File: config.mk
export PLATFORM = sky130hd
export DESIGN_NAME = bufprog_seq
export DESIGN_NICKNAME = d
export VERILOG_FILES = /design/src/rtl/bufprog_seq.sv
export SDC_FILE = /design/constraint.sdc
export NUM_CORES = 1
export LEC_CHECK = 0
export ABC_AREA = 1
export BUFFER_PORTS_ARGS = -buffer_cell sky130_fd_sc_hd__buf_2
export CAP_MARGIN = 10
export CORE_MARGIN = 2
export CORE_UTILIZATION = 59
export CTS_BUF_LIST = sky130_fd_sc_hd__clkbuf_16
export DETAILED_ROUTE_END_ITERATION = 10
export PLACE_DENSITY_LB_ADDON = 0.3
export SLEW_MARGIN = 20
export SYNTH_ARGS = -nofsm -noshare
export SYNTH_HDL_FRONTEND = slang
export SYNTH_SLANG_ARGS = --single-unit
File: constraint.sdc
create_clock -name clk -period 5.45 [get_ports clk]
set_input_delay 0.545 -clock clk [delete_from_list [all_inputs] [get_ports clk]]
set_output_delay 0.545 -clock clk [all_outputs]
set_load 0.01 [all_outputs]
File: src/rtl/bufprog_seq.sv
module bufprog_seq #(
  parameter int AW = 24,
  parameter int DW = 16,
  parameter int GROUP_WORDS = 512,
  parameter int BLOCK_WORDS = 65536,
  parameter int DLY_W = 16,
  parameter logic [DW-1:0] CMD_SETUP = 16'h0080,
  parameter logic [DW-1:0] CMD_CONFIRM = 16'h00D0,
  parameter logic [7:0] ERR_MASK = 8'h3A
) (
  input  logic             clk,
  input  logic             rst_n,
  input  logic             start,
  input  logic [AW-1:0]    base_addr,
  input  logic [DLY_W-1:0] delay_cycles,
  input  logic             s_valid,
  output logic             s_ready,
  input  logic [DW-1:0]    s_data,
  input  logic             s_last,
  output logic             bus_we,
  output logic             bus_re,
  output logic [AW-1:0]    bus_addr,
  output logic [DW-1:0]    bus_wdata,
  input  logic [7:0]       bus_rdata,
  output logic             busy,
  output logic             done,
  output logic             err,
  output logic [2:0]       err_code
);
  localparam int GW = $clog2(GROUP_WORDS);
  localparam int TW = $clog2(BLOCK_WORDS + 1);

  typedef enum logic [3:0] {
    S_IDLE, S_SETUP, S_CONF, S_WAIT, S_P7R, S_P7C, S_P0R, S_P0C,
    S_DATA, S_EXIT, S_X7R, S_X7C, S_DONE, S_FAIL
  } st_t;

  st_t st;
  logic [AW-1:0]    wa0;
  logic [DLY_W-1:0] dly;
  logic [GW-1:0]    wcnt;
  logic [TW-1:0]    tot;
  logic             pad, fin;
  logic [2:0]       code;

  wire aligned = base_addr[GW-1:0] == '0;
  wire rd_err  = |(bus_rdata & ERR_MASK);
  wire take    = (st == S_DATA) && (pad || s_valid);
  wire grp_end = take && (wcnt == GW'(GROUP_WORDS - 1));
  wire acc     = s_valid && s_ready;
  wire rest    = (st == S_IDLE) || (st == S_DONE) || (st == S_FAIL);

  assign s_ready   = (st == S_DATA) && !pad;
  assign bus_we    = (st == S_SETUP) || (st == S_CONF) || (st == S_EXIT) || take;
  assign bus_re    = (st == S_P7R) || (st == S_P0R) || (st == S_X7R);
  assign bus_addr  = (st == S_EXIT) ? wa0 + AW'(1) : wa0;
  assign bus_wdata = (st == S_SETUP) ? CMD_SETUP :
                     (st == S_CONF)  ? CMD_CONFIRM :
                     (st == S_DATA && !pad) ? s_data : '1;
  assign busy      = !rest;
  assign done      = st == S_DONE;
  assign err       = st == S_FAIL;
  assign err_code  = code;

  always_ff @(posedge clk) begin
    if (!rst_n) begin
      st <= S_IDLE; wa0 <= '0; dly <= '0; wcnt <= '0; tot <= '0;
      pad <= 1'b0; fin <= 1'b0; code <= '0;
    end else begin
      case (st)
        S_IDLE, S_DONE, S_FAIL:
          if (start) begin
            if (!aligned) begin
              st <= S_FAIL; code <= 3'd1;
            end else begin
              st <= S_SETUP; wa0 <= base_addr; dly <= delay_cycles; code <= '0;
              wcnt <= '0; tot <= '0; pad <= 1'b0; fin <= 1'b0;
            end
          end
        S_SETUP: st <= S_CONF;
        S_CONF:  st <= S_WAIT;
        S_WAIT:  if (dly == '0) st <= S_P7R; else dly <= dly - 1'b1;
        S_P7R:   st <= S_P7C;
        S_P7C:
          if (rd_err) begin st <= S_FAIL; code <= 3'd2; end
          else if (bus_rdata[7]) st <= S_P0R;
          else st <= S_P7R;
        S_P0R:   st <= S_P0C;
        S_P0C:
          if (rd_err) begin st <= S_FAIL; code <= 3'd3; end
          else if (!bus_rdata[0]) st <= fin ? S_EXIT : S_DATA;
          else st <= S_P0R;
        S_DATA: begin
          if (take) wcnt <= grp_end ? '0 : wcnt + 1'b1;
          if (acc) begin
            tot <= tot + 1'b1;
            if (s_last) pad <= 1'b1;
          end
          if (acc && !s_last && tot == TW'(BLOCK_WORDS - 1)) begin
            st <= S_FAIL; code <= 3'd5;
          end else if (grp_end) begin
            fin <= pad || (acc && s_last);
            st <= S_P0R;
          end
        end
        S_EXIT:  st <= S_X7R;
        S_X7R:   st <= S_X7C;
        S_X7C:
          if (rd_err) begin st <= S_FAIL; code <= 3'd4; end
          else if (bus_rdata[7]) st <= S_DONE;
          else st <= S_X7R;
        default: st <= S_IDLE;
      endcase
    end
  end

  a_r6_one_op: assert property (@(posedge clk) disable iff (!rst_n)
    !(bus_we && bus_re));
  a_r6_stream_to_bus: assert property (@(posedge clk) disable iff (!rst_n)
    (s_valid && s_ready) |-> (bus_we && bus_wdata == s_data && bus_addr == wa0));
  a_r2_misaligned: assert property (@(posedge clk) disable iff (!rst_n)
    (start && !busy && base_addr[GW-1:0] != '0) |=> (err && err_code == 3'd1));
  a_r9_done_on_ready: assert property (@(posedge clk) disable iff (!rst_n)
    $rose(done) |-> ($past(bus_rdata[7]) && ($past(bus_rdata & ERR_MASK) == 8'h00)));
  a_r10_err_held: assert property (@(posedge clk) disable iff (!rst_n)
    (err && !start) |=> (err && $stable(err_code)));
  a_r11_quiet_after_done: assert property (@(posedge clk) disable iff (!rst_n)
    done |-> !(bus_we || bus_re));
endmodule

==> results.sh, run 1 <==
export IMPL_critPathBufInv=4
export IMPL_drt_iter0_markers=233
export IMPL_yosys_top_cells_area="dfxtp_1 (29%), nand2_1 (15%), nor2_1 (11%), nand3_1 (6.0%), inv_1 (5.9%)"
export IMPL_tightestPinTransition_ps=700
export IMPL_min_period_ps=2770
export IMPL_clock_path_buffers=2
export IMPL_rsz0062_at_grt="no"
export IMPL_synth_top_cell_by_area="dfxtp_1"
export IMPL_setup_viol=0
export IMPL_io_buffers=115
export IMPL_crit_family="simple AND/OR/NAND/NOR gates"
export IMPL_placedCellCount=1041
export IMPL_slew_viol_final=0
export IMPL_cts_root_buf="clkbuf_16"
export IMPL_relSlewSlack_pct=53.2
export IMPL_synth_top_cell_area_share_pct=28.9
export IMPL_coreArea_um2=8640
export IMPL_grt_pass1_wl_mm=22.7
export IMPL_antenna_found_initial=0
export IMPL_clk_pin_slew_ps=60
export IMPL_cap_violations=0
export IMPL_grt_max_degree=37
export IMPL_diodes=0
export IMPL_gr_total_overflow=0
export IMPL_drc=0
export IMPL_path_depth=8
export IMPL_synth_edff_count=0
export IMPL_power_density_nw_per_um2=339
export IMPL_ctsHtreeMaxLevel=3
export IMPL_hold_class="flip-flop to flip-flop"
export IMPL_synth_nets=916
export IMPL_critPathLaunchType="flip-flop"
export IMPL_row_count=34
export IMPL_cts_resized=0
export IMPL_max_stage_delay_ps=570
export IMPL_finClkSkew_ps=11.7
export IMPL_dieArea_um2=9580
export IMPL_r2r_setup_slack_ps=2800
export IMPL_die_y_um=97.9
export IMPL_crit_type="flip-flop to primary output"
export IMPL_yosysWarnings=0
export IMPL_cts_setup_buffers=0
export IMPL_wl_per_cell_um=12.5
export IMPL_wl_mm=13.2
export IMPL_critPathLaunch="st[3]"
export IMPL_track_usage_pct=27.8
export IMPL_cts_hold_buffers=0
export IMPL_yosysUniqueCellTypes=37
export IMPL_clock_latency_ps=340
export IMPL_path_max_fanout=16
export IMPL_slowest_stage="dfxtp_1"
export IMPL_power_leakage_nw=2.85
export IMPL_dominantRegCellSynth="dfxtp_1"
export IMPL_peakVddDrop_v=0.000237
export IMPL_firstDrtPassIters=5
export IMPL_synthCells=840
export IMPL_tritoncts="built"
export IMPL_postSynthAreaPerCell_um2=6.19
export IMPL_fin_cells=1057
export IMPL_synthesis_area_um2=5200
export IMPL_boundaryPins=118
export IMPL_r2r_end="dly[14]"
export IMPL_viasPerCell=5.28
export IMPL_crit_path_end_kind="primary output"
export IMPL_ant_nets=0
export IMPL_gp_congestion=0.927
export IMPL_arrival_ps=2230
export IMPL_fmax_ghz=0.361
export IMPL_ys_seq_area_share_pct=28.9
export IMPL_cts_sinks=75
export IMPL_crit_chain="inv_4, nor2_8, nand2_2, nor2_2, inv_2, o21ai_0, inv_1, buf_2"
export IMPL_cts_buffers=9
export IMPL_r2r_start="st[2]"
export IMPL_synthArstFlopShare_pct=0
export IMPL_hold_viol_final=0
export IMPL_finalCritPeriodShare_pct=50.9
export IMPL_start_util_pct=60.2
export IMPL_grt_pass1_vias=5130
export IMPL_crit_path_end="bus_wdata[9]"
export IMPL_crit_required_ps=4910
export IMPL_drive_gt1_share_pct=20.1
export IMPL_finish_net_count=1020
export IMPL_hold_ws_ps=458
export IMPL_ys_ff_latch=75
export IMPL_reg2regPathDepth=8
export IMPL_vias=5580
export IMPL_die_w_um=97.9
export IMPL_tns_ps=0
export IMPL_area_growth_pct=16.5
export IMPL_dpl_hpwl_mm=9.46
export IMPL_status="finished clean"
[cell families after synthesis]
group,Yosys count,share of synthesized area (%)
simple gates,501,44.2
compound gates,117,11.7
buf+inv,117,9.72
flops,75,28.9
xor+xnor,23,3.87
fa+ha+maj,7,1.68
[through the flow]
step / worst slack [ps] / power (W) / cell area (um2) / utilization (%)
floorplan: 3480 / 0.00124 / 5200 / -
global placement: 2720 / 0.00146 / 5770 / 66.8
detailed placement: 2660 / 0.00147 / 5770 / 66.8
CTS: 2700 / 0.00206 / 6060 / 70.2
global route: 2520 / 0.00220 / 6060 / 70.2
finish: 2680 / 0.00206 / 6060 / 70.2
[registers in the layout, summed over array words and instances (netlist names)]
| register | flops |
|---|---|
| wa0 | 24 |
| tot | 17 |
| dly | 16 |
| wcnt | 9 |
| st | 4 |
| err_code | 3 |
| fin | 1 |
| pad | 1 |
[synthesized netlist by cell type (all sizes together), types with 8 or more instances]
cell type and number:
xor2 18, nand4 18, nand2 226, nor2 165, a21oi 50, nand3 66, o21ai 59, inv 93
dfxtp 75, nor3 17, buf 15, clkbuf 8
[cell usage in the layout (no fill, tap or decap), types with 2 or more instances in the layout]
master     netlist  routed
nand3_1         62      62
ha_1             7       7
o21bai_1         5       5
clkbuf_16        0       9
nor2_2           9       9
nor2_1         149     149
o21ai_0         51      51
nand4_2          2       2
buf_2            3     115
xnor2_1          5       5
o21ai_1          7       7
a21oi_1         50      50
nor2_8           3       3
inv_2           10      10
nor3_1          12      12
o211ai_1         2       2
nand3_2          3       3
or2_2            5       5
dfxtp_1         75      75
nand2_4          7       7
inv_1           82      82
nand3b_1         3       3
xor2_1          18      18
nand2_2          9       9
nand2_1        210     210
clkinv_1         1       2
nor2_4           4       4
clkinv_2         0       3
nor3_2           5       5
nand4_1         16      16
[layout make-up]
class	count	area (um2)
clock buffer	9	225
clock inverter	7	66.3
fill	803	2570
inverter	94	355
multi-input combinational	648	3190
sequential	75	1500
tap	108	135
timing repair buffer	116	583
[worst min path at each step]
stage / start / depth (start not counted) / end
after detailed placement: dly[13] / 2 / dly[13]
after CTS: dly[13] / 2 / dly[13]
after floorplan: dly[13] / 2 / dly[13]
after global routing: base_addr[14] / 3 / wa0[14]
final: dly[13] / 2 / dly[13]
after global placement: fin / 2 / fin
[power breakdown]
group          internal [W]  switching [W]  leakage (nW)  total, W
combinational      0.000282       0.000559          2.10  0.000841
clock              0.000353       0.000239         0.147  0.000592
sequential         0.000577      0.0000471         0.606  0.000624
[per-layer routing]
layer | wire length [um] | GRT usage [%]
met1 | 6040 | 36.4
met2 | 6210 | 46.9
met3 | 706 | 5.37
met4 | 206 | 7.80
met5 | 0 | 0
[worst min-delay path, cell delays in order, from the launching register on]
cell,delay (ps)
dfxtp_1,310
nand2_1,60
a21oi_1,50
Note: power is estimated with default switching activity, not from simulation.
==> run 2, diff against run 1 <==
--- a/config.mk
+++ b/config.mk
@@ -9,7 +9,7 @@
 export BUFFER_PORTS_ARGS = -buffer_cell sky130_fd_sc_hd__buf_2
 export CAP_MARGIN = 10
 export CORE_MARGIN = 2
-export CORE_UTILIZATION = 59
+export CORE_UTILIZATION = 50
 export CTS_BUF_LIST = sky130_fd_sc_hd__clkbuf_16
 export DETAILED_ROUTE_END_ITERATION = 10
 export PLACE_DENSITY_LB_ADDON = 0.3
==> constraint.sdc (replaced) <==
create_clock -name clk -period 2.5 [get_ports clk]
set_input_delay 0.25 -clock clk [delete_from_list [all_inputs] [get_ports clk]]
set_output_delay 0.25 -clock clk [all_outputs]
set_load 0.01 [all_outputs]
==> run 2 against run 1 <==
Cell count is 3.4% higher. Worst setup slack got worse by 2500 ps. Register-to-register slack worse by 2400 ps. Largest cell class unchanged. Total power grew 130%. Sequential power rose by 120%. Worst hold slack worse by 300 ps. Routed wire length grew 3.8%. Sequential share of layout area fell by 0.52 points. Clock power is 140% higher. Global-route usage fell by 2.4 points. Non-clock buffer count is 8 higher.
==> results.sh, run 2 (synthesis results as in run 1) <==
export IMPL_critPathLaunchType="flip-flop"
export IMPL_clk_pin_slew_ps=60
export IMPL_setup_viol=0
export IMPL_largest_register_ffs=24
export IMPL_tightestPinTransition_ps=466
export IMPL_track_usage_pct=25.4
export IMPL_drt_iter0_markers=313
export IMPL_gr_total_overflow=0
export IMPL_layout_commonest_cell="nand2_1"
export IMPL_tritoncts="built"
export IMPL_cts_sinks=75
export IMPL_cts_hold_buffers=0
export IMPL_io_buffers=115
export IMPL_p_sw_share_pct=40.1
export IMPL_grt_pass1_vias=5212
export IMPL_die_w_um=106
export IMPL_grt_pass1_wl_mm=23.5
export IMPL_crit_type="flip-flop to primary output"
export IMPL_power_frac_seq_pct=29.2
export IMPL_row_count=37
export IMPL_area_growth_pct=19.2
export IMPL_path_max_fanout=8
export IMPL_slew_viol_final=0
export IMPL_viasPerCell=5.12
export IMPL_critPathLaunch="st[3]"
export IMPL_fmax_ghz=0.426
export IMPL_vias=5595
export IMPL_crit_chain="inv_4, nor2_8, nand2_4, nor2_4, nand2_2, nor2_4, nand2_2, nor2_4, xor2_1, buf_2"
export IMPL_clock_latency_ps=340
export IMPL_hold_viol_final=0
export IMPL_p_sw_w=0.00186
export IMPL_finClkSkew_ps=5.75
export IMPL_crit_required_ps=2250
export IMPL_power_share_clock_pct=30.6
export IMPL_drive_gt1_share_pct=21.2
export IMPL_start_util_pct=50.8
export IMPL_critPathBufInv=2
export IMPL_gp_congestion=0.949
export IMPL_reg_top3="wa0: 24 flops, tot: 17 flops, dly: 16 flops"
export IMPL_tns_ps=0
export IMPL_cts_buffers=9
export IMPL_slowest_stage="dfxtp_2"
export IMPL_arrival_ps=2100
export IMPL_power_leakage_nw=2.91
export IMPL_grt_max_degree=36
export IMPL_min_period_ps=2350
export IMPL_min_delay_start="base_addr[19]"
export IMPL_postLayoutCoreUtil_pct=60.6
export IMPL_finalCritPeriodShare_pct=93.8
export IMPL_peakVddDrop_v=0.000684
export IMPL_largest_register="wa0"
export IMPL_relSlewSlack_pct=68.7
export IMPL_finish_net_count=1028
export IMPL_r2r_start="tot[8]"
export IMPL_dpl_hpwl_mm=9.98
export IMPL_dieArea_um2=11200
export IMPL_antenna_found_initial=0
export IMPL_internal_power_w=0.00278
export IMPL_die_y_um=106
export IMPL_rsz0062_at_grt="no"
export IMPL_hold_class="input port to flip-flop"
export IMPL_coreArea_um2=10200
export IMPL_combinationalPowerShare_pct=40.2
export IMPL_ctsHtreeMaxLevel=3
export IMPL_firstDrtPassIters=5
export IMPL_wl_mm=13.7
export IMPL_boundaryPins=118
export IMPL_cts_root_buf="clkbuf_16"
export IMPL_crit_family="simple AND/OR/NAND/NOR gates"
export IMPL_clock_path_buffers=2
export IMPL_power_density_nw_per_um2=749
export IMPL_ant_nets=0
export IMPL_diodes=0
export IMPL_wl_per_cell_um=12.5
export IMPL_crit_path_end_kind="primary output"
export IMPL_cap_violations=0
export IMPL_final_cell_mix="nand2_1 (210), nor2_1 (149), buf_2 (115)"
export IMPL_drc=0
export IMPL_cpMostUsedCell="nor2_4"
export IMPL_max_stage_delay_ps=440
export IMPL_status="finished clean"
run 2: changes by cell type in the layout (fill, tap and decap cells not counted), moves of 2 or more:
cell | previous run | this run
dfxtp_1 | 75 | 73
clkinv_2 | 3 | 1
dfxtp_2 | 0 | 2
buf_4 | 1 | 9
inv_6 | 1 | 3
run 2: power groups by stage:
stage / clock (W) / sequential (W) / combinational, W
CTS: 0.00145 / 0.00135 / 0.00186
global placement: 0 / 0.00138 / 0.00184
detailed placement: 0 / 0.00138 / 0.00185
floorplan: 0 / 0.00133 / 0.00138
finish: 0.00142 / 0.00135 / 0.00187
global route: 0.00151 / 0.00136 / 0.00211
run 2: final cells by class:
type | instances | area [um2]
fill | 960 | 4030
multi-input combinational | 648 | 3210
sequential | 75 | 1500
timing repair buffer | 124 | 643
inverter | 94 | 355
clock buffer | 9 | 225
tap | 136 | 170
clock inverter | 7 | 98.8
run 2: timing repair:
| action | CTS | global route |
|---|---|---|
| resized for setup | 0 | 4 |
| hold endpoints to repair | 0 | 0 |
| setup buffers | 0 | 0 |
| endpoints found under the setup margin | 0 | 8 |
run 2: per-layer routing:
| layer | vias to the layer above | global-route usage, % | part of all wire, % |
|---|---|---|---|
| li1 | 2908 | - | - |
| met1 | 2466 | 32.2 | 45 |
| met2 | 203 | 43.0 | 46 |
| met3 | 18 | 5.76 | 6.8 |
| met4 | 0 | 7.99 | 1.6 |
| met5 | - | 0 | 0 |
run 2: per-stage QoR:
stage          instances  setup slack (ps)  area [um2]  total power, W  hold WS [ps]
2_1_floorplan        840               702        5200         0.00271           414
3_3_place_gp        1077               449        5860         0.00322           452
3_5_place_dp        1077               363        5860         0.00322           466
4_1_cts             1093              2.58        6190         0.00466           160
5_1_grt             1093              18.8        6200         0.00498           182
6_report            1093               154        6200         0.00464           161
run 2: worst paths after layout:
| check | cells past startpoint | end | slack, ps |
|---|---|---|---|
| setup reg to reg | 12 | err_code[0] | 350 |
| hold / removal | 3 | wa0[19] | 160 |
| setup / recovery | 10 | bus_addr[15] | 150 |
| hold reg to reg | 2 | dly[13] | 470 |
run 2: worst register-to-register path, cell delays in order, from the launching register on:
cell and delay [ps]:
dfxtp_1 390, nand2_1 120, nor2_1 200, nand3_1 100, nor3_1 200, ha_1 190
inv_1 50, nor2_1 140, nand4_2 170, nand2_1 160, nand3_2 140, nor2_1 140
nor2_1 50
==> run 3, diff against run 2 <==
--- a/config.mk
+++ b/config.mk
@@ -12,7 +12,7 @@
 export CORE_UTILIZATION = 50
 export CTS_BUF_LIST = sky130_fd_sc_hd__clkbuf_16
 export DETAILED_ROUTE_END_ITERATION = 10
-export PLACE_DENSITY_LB_ADDON = 0.3
+export PLACE_DENSITY = 0.78
 export SLEW_MARGIN = 20
 export SYNTH_ARGS = -nofsm -noshare
 export SYNTH_HDL_FRONTEND = slang
==> run 3 against run 2 <==
Register-to-register slack gained 20 ps. Utilization decreased by 0.37 points. First-iteration DRC count increased by 23%. Sequential share of layout area is 0.13 points higher. Final area decreased by 0.61%. Cell count fell by 0.18%. Critical path type unchanged.
==> results.sh, run 3 (synthesis results as in run 1) <==
export IMPL_tightestPinTransition_ps=498
export IMPL_grt_pass1_wl_mm=22.5
export IMPL_met1_length_mm=6.24
export IMPL_p_sw_share_pct=39.8
export IMPL_viasPerCell=5.11
export IMPL_drive_gt1_share_pct=20.7
export IMPL_gr_total_overflow=0
export IMPL_route_met2_wl_mm=6.11
export IMPL_wl_per_cell_um=12.3
export IMPL_tritoncts="built"
export IMPL_clock_latency_ps=330
export IMPL_die_w_um=106
export IMPL_track_usage_pct=24.4
export IMPL_clk_pin_slew_ps=60
export IMPL_place_ws_ps=399
export IMPL_slowest_stage="dfxtp_1"
export IMPL_internal_power_w=0.00276
export IMPL_crit_chain="inv_2, nand2_4, nor2_2, nand3_1, nor3_2, nand3_1, xor2_1, buf_2"
export IMPL_io_buffers=115
export IMPL_grt_pass1_vias=4983
export IMPL_fillers=991
export IMPL_setup_slack_ps=138
export IMPL_min_period_ps=2360
export IMPL_finalCritPeriodShare_pct=94.5
export IMPL_start_util_pct=50.8
export IMPL_arrival_ps=2110
export IMPL_crit_required_ps=2250
export IMPL_drt_iter0_markers=384
export IMPL_crit_path_end_kind="primary output"
export IMPL_setup_viol=0
export IMPL_antenna_found_initial=0
export IMPL_ant_nets=0
export IMPL_boundaryPins=118
export IMPL_cts_sinks=75
export IMPL_dr_max_layer_used="met4"
export IMPL_drc=0
export IMPL_firstDrtPassIters=5
export IMPL_status="finished clean"
export IMPL_path_max_fanout=8
export IMPL_cap_violations=0
export IMPL_r2r_setup_slack_ps=370
export IMPL_final_cell_mix="nand2_1 (210), nor2_1 (149), buf_2 (115)"
export IMPL_die_y_um=106
export IMPL_cts_buffers=9
export IMPL_max_stage_delay_ps=460
export IMPL_row_count=37
export IMPL_hold_class="input port to flip-flop"
export IMPL_grt_max_degree=36
export IMPL_reg_top3="wa0: 24 flops, tot: 17 flops, dly: 16 flops"
export IMPL_crit_type="flip-flop to primary output"
export IMPL_critPathLaunchType="flip-flop"
export IMPL_vias=5571
export IMPL_fmax_ghz=0.423
export IMPL_hold_viol_final=0
export IMPL_met3WireLength_um=831
export IMPL_coreArea_um2=10200
export IMPL_power_density_nw_per_um2=743
export IMPL_gp_congestion=0.900
export IMPL_dieArea_um2=11200
export IMPL_relSlewSlack_pct=66.8
export IMPL_wl_mm=13.4
export IMPL_combinationalPowerShare_pct=40.8
export IMPL_dpl_hpwl_mm=10.0
export IMPL_rsz0062_at_grt="no"
export IMPL_p_sw_w=0.00182
export IMPL_layout_commonest_cell="nand2_1"
export IMPL_power_share_clock_pct=29.6
export IMPL_largest_register="wa0"
export IMPL_peakVddDrop_v=0.000607
export IMPL_cts_root_buf="clkbuf_16"
export IMPL_clock_path_buffers=2
export IMPL_area_growth_pct=18.5
export IMPL_cpMostUsedCell="nand3_1"
export IMPL_power_frac_seq_pct=29.6
export IMPL_largest_register_ffs=24
export IMPL_diodes=0
export IMPL_finClkSkew_ps=6.23
export IMPL_tns_ps=0
export IMPL_slew_viol_final=0
export IMPL_finish_net_count=1027
export IMPL_power_leakage_nw=2.88
export IMPL_ctsHtreeMaxLevel=3
## run 3: power by group through the flow
stage	clock (W)	combinational [W]	sequential, W
finish	0.00135	0.00187	0.00136
global route	0.00143	0.00210	0.00137
CTS	0.00137	0.00186	0.00135
detailed placement	0	0.00184	0.00138
global placement	0	0.00184	0.00138
floorplan	0	0.00138	0.00133
## run 3: cell type report
| type | count | area, um2 | share of cell area, % |
|---|---|---|---|
| well taps | 136 | 170 | 2.76 |
| multi-input cells | 648 | 3190 | 51.8 |
| inverters | 94 | 355 | 5.76 |
| clock inverters | 6 | 81.3 | 1.32 |
| clock buffers | 9 | 225 | 3.65 |
| repair buffers | 123 | 636 | 10.3 |
| flip-flops and latches | 75 | 1500 | 24.4 |
## run 3: critical path: cells and delay by family (launching register included)
family        cells  cell delay, ps
xor+xnor          1             160
buf+inv           2             310
flops             1             460
simple gates      5             860
## run 3: final timing paths
check                              startpoint           end  cells past startpoint
worst min register to register        dly[13]       dly[13]                      2
worst max-delay path                    st[2]  bus_addr[16]                      8
worst min-delay path            base_addr[18]       wa0[18]                      3
worst max register to register        wcnt[1]       wcnt[3]                     13
## run 3: repair_timing
action,in CTS,in global routing
buffers inserted,0,0
gates resized for setup,0,1
hold buffers,0,0
setup endpoints to repair,0,3
## run 3: through the flow
| step | instances | cell area, um2 | util [%] | power [W] | hold slack (ps) |
|---|---|---|---|---|---|
| after floorplan | 840 | 5200 | - | 0.00271 | 414 |
| after global placement | 1076 | 5860 | 57.2 | 0.00321 | 451 |
| after detailed placement | 1076 | 5860 | 57.2 | 0.00322 | 461 |
| after CTS | 1091 | 6160 | 60.2 | 0.00458 | 187 |
| after global routing | 1091 | 6160 | 60.3 | 0.00489 | 207 |
| final | 1091 | 6160 | 60.3 | 0.00458 | 183 |
## run 3: per-layer routing
layer,up-vias,track usage [%]
li1,2910,-
met1,2454,31.8
met2,186,41.6
met3,21,3.37
met4,0,7.80
met5,-,0
